File: config.mk
export PLATFORM = sky130hd
export DESIGN_NAME = m1553_word_rx
export DESIGN_NICKNAME = d
export VERILOG_FILES = /design/src/rtl/m1553_rx_pkg.sv /design/src/rtl/m1553_rx_front.sv /design/src/rtl/m1553_rx_fsm.sv /design/src/rtl/m1553_word_rx.sv
export SDC_FILE = /design/constraint.sdc
export NUM_CORES = 1
export LEC_CHECK = 0
export CAP_MARGIN = 20
export CORE_MARGIN = 2
export CORE_UTILIZATION = 60
export CTS_CLUSTER_SIZE = 8
export DETAILED_ROUTE_END_ITERATION = 10
export PLACE_DENSITY = 0.81
export SLEW_MARGIN = 20
export SYNTH_ARGS = -nofsm -noshare
export SYNTH_HDL_FRONTEND = slang
export SYNTH_SLANG_ARGS = --single-unit
File: constraint.sdc
create_clock -name clk -period 2.74 [get_ports clk]
set_clock_uncertainty 0.15 [all_clocks]
set_input_delay 0.548 -clock clk [delete_from_list [all_inputs] [get_ports clk]]
set_output_delay 0.548 -clock clk [all_outputs]
set_load 0.005 [all_outputs]
File: src/rtl/m1553_rx_pkg.sv
package m1553_rx_pkg;

    typedef enum logic [1:0] {
        ST_HUNT  = 2'd0,
        ST_SYNC2 = 2'd1,
        ST_DATA  = 2'd2,
        ST_DONE  = 2'd3
    } rx_state_t;

endpackage

File: src/rtl/m1553_rx_front.sv
// Line synchroniser, transition detector and run-length counter.
module m1553_rx_front #(
    parameter int SYNC_STAGES = 2,
    parameter int RUN_MAX     = 21,
    parameter int RUN_W       = 5
) (
    input  logic             clk,
    input  logic             rst,
    input  logic             line_in,
    output logic             lvl,
    output logic             lvl_prev,
    output logic             edge_seen,
    output logic [RUN_W-1:0] run_len
);

    logic [SYNC_STAGES-1:0] sync_sh;

    generate
        if (SYNC_STAGES == 1) begin : g_one
            always_ff @(posedge clk) begin
                if (rst) sync_sh <= '0;
                else     sync_sh <= line_in;
            end
        end else begin : g_many
            always_ff @(posedge clk) begin
                if (rst) sync_sh <= '0;
                else     sync_sh <= {sync_sh[SYNC_STAGES-2:0], line_in};
            end
        end
    endgenerate

    assign lvl       = sync_sh[SYNC_STAGES-1];
    assign edge_seen = lvl ^ lvl_prev;

    always_ff @(posedge clk) begin
        if (rst) begin
            lvl_prev <= 1'b0;
            run_len  <= '0;
        end else begin
            lvl_prev <= lvl;
            if (edge_seen)
                run_len <= RUN_W'(1);
            else if (run_len != RUN_W'(RUN_MAX))
                run_len <= run_len + RUN_W'(1);
        end
    end

endmodule

File: src/rtl/m1553_rx_fsm.sv
// Word framing state machine: sync check, bit sampling, parity.
module m1553_rx_fsm
    import m1553_rx_pkg::*;
#(
    parameter int BIT_CLKS  = 12,
    parameter int WORD_BITS = 16,
    parameter int HALF_MIN  = 16,
    parameter int HALF_MAX  = 20,
    parameter int RUN_W     = 5
) (
    input  logic                 clk,
    input  logic                 rst,
    input  logic                 lvl,
    input  logic                 lvl_prev,
    input  logic                 edge_seen,
    input  logic [RUN_W-1:0]     run_len,
    output logic [WORD_BITS-1:0] word_o,
    output logic                 cmd_o,
    output logic                 valid_o,
    output logic                 err_o
);

    localparam int HALF_CLKS = (BIT_CLKS * 3) / 2;
    localparam int NBITS     = WORD_BITS + 1;
    localparam int T_W       = $clog2(HALF_CLKS + 1);
    localparam int PH_W      = $clog2(BIT_CLKS);
    localparam int IDX_W     = $clog2(NBITS + 1);
    localparam int CHK_A     = HALF_CLKS / 2;
    localparam int CHK_B     = HALF_CLKS - 3;
    localparam int Q1        = BIT_CLKS / 4;
    localparam int Q3        = (BIT_CLKS * 3) / 4;

    rx_state_t state_q, state_d;

    logic [T_W-1:0]   tcnt;
    logic [PH_W-1:0]  ph;
    logic [IDX_W-1:0] bidx;
    logic [NBITS-1:0] shreg;
    logic             first_lvl;
    logic             half1;
    logic             manch_bad;

    logic sync_hit, sync_bad, sync_ok, last_slot, slot_end;

    assign sync_hit  = (state_q == ST_HUNT) && edge_seen &&
                       (run_len >= RUN_W'(HALF_MIN)) && (run_len <= RUN_W'(HALF_MAX));
    assign sync_bad  = (state_q == ST_SYNC2) && (lvl == first_lvl) &&
                       ((tcnt == T_W'(CHK_A)) || (tcnt == T_W'(CHK_B)));
    assign sync_ok   = (state_q == ST_SYNC2) && !sync_bad && (tcnt == T_W'(HALF_CLKS - 1));
    assign slot_end  = (ph == PH_W'(BIT_CLKS - 1));
    assign last_slot = (state_q == ST_DATA) && slot_end && (bidx == IDX_W'(NBITS - 1));

    // State register
    always_ff @(posedge clk) begin
        if (rst) state_q <= ST_HUNT;
        else     state_q <= state_d;
    end

    // Next state
    always_comb begin
        state_d = state_q;
        unique case (state_q)
            ST_HUNT:  if (sync_hit) state_d = ST_SYNC2;
            ST_SYNC2: begin
                if (sync_bad)     state_d = ST_HUNT;
                else if (sync_ok) state_d = ST_DATA;
            end
            ST_DATA:  if (last_slot) state_d = ST_DONE;
            ST_DONE:  state_d = ST_HUNT;
            default:  state_d = ST_HUNT;
        endcase
    end

    // Datapath and outputs
    always_ff @(posedge clk) begin
        if (rst) begin
            tcnt      <= '0;
            ph        <= '0;
            bidx      <= '0;
            shreg     <= '0;
            first_lvl <= 1'b0;
            half1     <= 1'b0;
            manch_bad <= 1'b0;
            word_o    <= '0;
            cmd_o     <= 1'b0;
            valid_o   <= 1'b0;
            err_o     <= 1'b0;
        end else begin
            unique case (state_q)
                ST_HUNT: begin
                    if (sync_hit) begin
                        first_lvl <= lvl_prev;
                        tcnt      <= T_W'(1);
                        ph        <= '0;
                        bidx      <= '0;
                        manch_bad <= 1'b0;
                        valid_o   <= 1'b0;
                        err_o     <= 1'b0;
                    end
                end
                ST_SYNC2: begin
                    tcnt <= tcnt + T_W'(1);
                    if (sync_bad) err_o <= 1'b1;
                end
                ST_DATA: begin
                    if (ph == PH_W'(Q1)) half1 <= lvl;
                    if ((ph == PH_W'(Q3)) && (lvl == half1)) manch_bad <= 1'b1;
                    if (slot_end) begin
                        shreg <= {shreg[NBITS-2:0], half1};
                        ph    <= '0;
                        bidx  <= bidx + IDX_W'(1);
                    end else begin
                        ph <= ph + PH_W'(1);
                    end
                end
                ST_DONE: begin
                    word_o  <= shreg[NBITS-1:1];
                    cmd_o   <= first_lvl;
                    valid_o <= 1'b1;
                    err_o   <= manch_bad | ~(^shreg);
                end
                default: ;
            endcase
        end
    end

endmodule

File: src/rtl/m1553_word_rx.sv
module m1553_word_rx #(
    parameter int BIT_CLKS    = 12,
    parameter int WORD_BITS   = 16,
    parameter int HALF_MIN    = 16,
    parameter int HALF_MAX    = 20,
    parameter int SYNC_STAGES = 2
) (
    input  logic                 clk,
    input  logic                 rst,
    input  logic                 rx_line,
    output logic [WORD_BITS-1:0] rx_word,
    output logic                 rx_cmd_sync,
    output logic                 rx_valid,
    output logic                 rx_err
);

    localparam int RUN_MAX = HALF_MAX + 1;
    localparam int RUN_W   = $clog2(RUN_MAX + 1);

    logic             lvl, lvl_prev, edge_seen;
    logic [RUN_W-1:0] run_len;

    m1553_rx_front #(
        .SYNC_STAGES(SYNC_STAGES),
        .RUN_MAX    (RUN_MAX),
        .RUN_W      (RUN_W)
    ) u_front (
        .clk      (clk),
        .rst      (rst),
        .line_in  (rx_line),
        .lvl      (lvl),
        .lvl_prev (lvl_prev),
        .edge_seen(edge_seen),
        .run_len  (run_len)
    );

    m1553_rx_fsm #(
        .BIT_CLKS (BIT_CLKS),
        .WORD_BITS(WORD_BITS),
        .HALF_MIN (HALF_MIN),
        .HALF_MAX (HALF_MAX),
        .RUN_W    (RUN_W)
    ) u_fsm (
        .clk      (clk),
        .rst      (rst),
        .lvl      (lvl),
        .lvl_prev (lvl_prev),
        .edge_seen(edge_seen),
        .run_len  (run_len),
        .word_o   (rx_word),
        .cmd_o    (rx_cmd_sync),
        .valid_o  (rx_valid),
        .err_o    (rx_err)
    );

endmodule

# Word-level counts from Yosys, hierarchy flattened
# Cells that the tools add are included.
# W data, S select, Z words.
word_totals:
  rom_bits: 0
  ramBits: 0
  n_memories: 0
  inputBits: 3
  out_inout_bits: 19
  ff_bits: 63
  latch_bits: 0
  wordCells: 95
classes:
  div: 0
  order_cmp: 2
  n_shift: 0
  n_bitwise: 3
  n_mux: 21
  n_mul: 0
  n_reduce_logical: 30
  eq_ne: 19
  add_sub_neg: 4
op_table:
  columns: ["op", "n"]
  rows:
  - ["$pmux W5 S2", 2]
  - ["$reduce_xor A17 Y1", 1]
  - ["$add A5 B1 Y5 const B", 3]
  - ["$mux W5", 3]
  - ["$reduce_and A2 Y1", 6]
  - ["$reduce_and A3 Y1", 4]
  - ["$eq A5 B4 Y1 const B", 2]
  - ["$eq A5 B5 Y1 const B", 2]
  - ["$logic_and A1 B1 Y1", 10]
  - ["$eq A4 B4 Y1 const B", 2]
  - ["$mux W2", 4]
  - ["$mux W4", 2]
  - ["$ne A2 B1 Y1 const B", 4]
  - ["$pmux W2 S4", 1]
  - ["$pmux W4 S2", 1]
  - ["$reduce_bool A2 Y1", 4]
  - ["$ge A5 B5 Y1 const B", 1]
  - ["$le A5 B5 Y1 const B", 1]
  - ["$mux W1", 5]
  - ["$ne A5 B5 Y1 const B", 1]
  - ["$add A4 B1 Y4 const B", 1]
  - ["$eq A2 B2 Y1 const B", 2]
  - ["$eq A4 B2 Y1 const B", 1]
  - ["$pmux W1 S2", 2]
  - ["13 further kinds", 14]

# Logic depth before layout (Yosys ltp)
depth:
  ltp_word: 9
  ltp_mapped: 8
  depth_no_buf: 7

# Modules after synthesis
# A second synthesis with hierarchy kept.
unflattened:
  hier_cells: 324
  hier_area_um2: 2728.9
modules_own_cells:
  columns: ["module", "area_per_inst_um2", "cells_per_inst", "seq_area_each_um2", "n_inst"]
  rows:
  - ["m1553_rx_fsm", 2397.3, 294, 1101.1, 1]
  - ["m1553_rx_front", 331.6, 30, 160.2, 1]

# Worst setup path before layout
# No wires, ideal clock.
synth_timing:
  path_type: "register -> register"
  from: "register (tool-made name)"
  to: "register u_fsm.ph[0]"
  required_time_ns: 2.462
  stages_incl_launch_ff: 7
  t_arrival_ns: 1.584
  path_buffers: 2
  period_less_slack_ns: 1.861
  setup_ns: 0.128
  path_slack_ns: 0.879
  cell_sequence: "dfxtp_1 > buf_6 > or4b_1 > a211o_1 > buf_6 > a31oi_1 > nor2_1"
synth_rtl:
  columns: ["item", "line", "source"]
  rows:
  - ["end signal, assigned", "m1553_rx_fsm.sv:113", "ph <= ph + PH_W'(1);"]
  - ["end, declared", "m1553_rx_fsm.sv:36", "logic [PH_W-1:0] ph;"]

==> impl_metrics.json <==
{
  "status": "completed",
  "grt_pass1_vias": 1988,
  "dr_wl_met3_um": 202,
  "wl_met2_mm": 2.283,
  "final_cell_mix": "79 x nand2_1, 63 x dfxtp_1, 48 x a21oi_1",
  "antenna_found_initial": 0,
  "chipHeight_um": 71.66,
  "highest_layer": "met4",
  "cts_tree": "built",
  "final_area_um2": 3118,
  "yosysWarnings": 0,
  "timing.critical_path.max_delay_family": "simple AND/OR/NAND/NOR gates",
  "cellInternalPower_mw": 1.277,
  "globalRouteTotalUtil_pct": 21.82,
  "synthDistinctLibCells": 34,
  "hold_path_class": "register to register",
  "cp_num_buf_inv": 1,
  "worstMarginPinSlew_ps": 672.2,
  "synthFlopType": "dfxtp_1",
  "gp_congestion": 0.7770,
  "leakagePower_nw": 1.059,
  "syn_area_per_cell_um2": 8.247,
  "slowest_stage": "or4b_1",
  "finalSetupViolCount": 0,
  "cts_root_buffer": "clkbuf_8",
  "dieWidth_um": 71.66,
  "cpPeakStageDelay_ps": 540,
  "core-area_um2": 4384,
  "yosysSeqAreaShare_pct": 45.92,
  "insertion_delay_ps": 330,
  "hold_violations": 0,
  "p_per_area_nw_per_um2": 527.5,
  "cts_resized": 0,
  "n_antenna_cell": 0,
  "placed_cells": 391,
  "critPathArrivalTime_ps": 2090,
  "fin_cells": 406,
  "drtIter0Drc": 163,
  "layout_setup_ws_ps": 767.0,
  "cp.required_ps": 2850,
  "tns_ps": 0,
  "fin_crit_sh_pct": 72.01,
  "grt-ovfl-total": 0,
  "drive_above_1_share_pct": 6.215,
  "finish.utilization_pct": 71.12,
  "drt-total-wl_mm": 4.970,
  "grt_setup_unrepaired": "false",
  "cts.sinks": 63,
  "netSwitchingFraction_pct": 22.37,
  "path_max_fanout": 17,
  "area_growth_pct": 13.53,
  "whs_ps": 297.4,
  "synthArstFlopShare_pct": 0,
  "die_area_um2": 5134,
  "vias": 2186,
  "final-max-slew-violation-count": 0,
  "drc": 0,
  "drt-pass1-iter-count": 4,
  "synth_nets": 346,
  "io_buffers": 21,
  "grt_pass1_wl_mm": 8.790,
  "crit_path_end_kind": "register",
  "dp_hpwl_mm": 3.237,
  "routed_via_density": 5.384,
  "relSlewSlack_pct": 55.08,
  "multi_input_area_um2": 1359,
  "final_nets": 363,
  "cts.clk_slew.worst_paths_ps": 60,
  "met1_length_mm": 2.406,
  "seq_area_um2": 1261,
  "path_class": "register to register",
  "cts_inserted_buffers": 9,
  "seqPwrFrac_pct": 56.3,
  "synth_edf_count": 0,
  "synthesis.area_um2": 2746,
  "post_drt_wl_per_cell_um": 12.24,
  "total_power_mw": 1.645,
  "p_switching_mw": 0.3679,
  "syn_inst": 333,
  "fin_crit_ps": 1973,
  "start_kind": "register",
  "initial_utilization_pct": 62.64,
  "layout_commonest_cell": "nand2_1",
  "ios": 22,
  "fmax_mhz": 506.8,
  "maxCapViolations": 0,
  "postCtsHoldBufs": 0,
  "nFillCells": 353,
  "p_comb_share_pct": 2.2,
  "p_clk_share_pct": 41.5,
  "ys_seq_elements": 63,
  "grt_max_degree": 27,
  "htree_levels": 3,
  "ant_nets": 0,
  "placement.setup.worst_slack_ps": 774.2,
  "placed_cell_area_um2": 2954,
  "post_cts_buffers": 0,
  "ir_worst_vdd_mv": 0.3245,
  "rows": 24,
  "cp_cell_sequence": "or4b_1, a211o_1, inv_2, nand2_1, a21oi_1",
  "cts_max_path_buffers": 2
}
[Yosys cell counts, types with 2 or more instances]
master	number	area share, %
nand2_1	79	11
dfxtp_1	63	46
a21oi_1	48	8.7
nor2_1	24	3.3
xnor2_1	18	5.7
clkbuf_1	13	1.8
ha_1	10	4.6
inv_1	10	1.4
nand3_1	8	1.5
a31oi_1	7	1.6
xor2_1	7	2.2
nand2b_1	6	1.4
nor2b_1	6	1.4
nor3_1	5	0.91
nand4_1	3	0.68
buf_2	2	0.36
buf_6	2	0.82
mux2i_1	2	0.73
nand4b_1	2	0.64
nor3b_1	2	0.55
o21ai_0	2	0.36
o21ai_1	2	0.36
[per-layer routing]
layer,track usage [%],vias up
met5,0,-
met4,11.32,0
met3,4.641,9
met2,33.02,44
met1,29.43,1006
li1,-,1127
[worst paths after layout]
path                      start            endpoint  slack [ps]  cells past startpoint
max reg2reg            register     u_fsm.first_lvl         770                      5
max                    register     u_fsm.first_lvl         770                      5
min reg2reg  u_front.sync_sh[0]  u_front.sync_sh[1]         300                      1
min          u_front.sync_sh[0]  u_front.sync_sh[1]         300                      1
[sequential cells by signal, summed over array words and instances, names as in the netlist, named ones only]
name,count
u_fsm.state_q,1
u_fsm.cmd_o,1
u_fsm.tcnt,5
u_fsm.valid_o,1
u_fsm.shreg,17
u_fsm.word_o,16
u_fsm.bidx,5
u_fsm.half1,1
u_front.run_len,5
u_fsm.manch_bad,1
u_front.sync_sh,2
u_fsm.first_lvl,1
u_front.lvl_prev,1
u_fsm.err_o,1
u_fsm.ph,4
[worst reg2reg max path, cell delays in order, from the launching register on]
cell and delay, ps:
dfxtp_1 370, or4b_1 540, a211o_1 470, inv_2 190
nand2_1 80, a21oi_1 120
[logic make-up (layout without fill, tap and decap cells)]
group	Yosys count	in the layout	synth area share [%]
and+or+nand+nor	140	140	22.51
AOI/OAI and AO/OA	62	62	12.26
muxes	2	2	0.7290
buffers and inverters	29	50	4.601
adders and majority gates	10	10	4.556
xor gates and xnor gates	27	27	9.431
DFF	63	63	45.92
[power groups by stage]
stage | combinational (mW) | sequential [mW] | clock, mW
4_1_cts | 0.0361 | 0.927 | 0.699
6_report | 0.0359 | 0.927 | 0.682
3_3_place_gp | 0.0353 | 0.947 | 0
5_1_grt | 0.0398 | 0.927 | 0.732
3_5_place_dp | 0.0359 | 0.947 | 0
2_1_floorplan | 0.0273 | 0.946 | 0
[final cells by class]
type / count / area share (%)
well taps: 52 / 2.087
repair buffers: 24 / 7.303
clock buffers: 11 / 4.535
clock inverters: 4 / 0.7223
flip-flops and latches: 63 / 40.45
inverters: 11 / 1.324
multi-input cells: 241 / 43.58
Power figures use the tool's default switching activity.
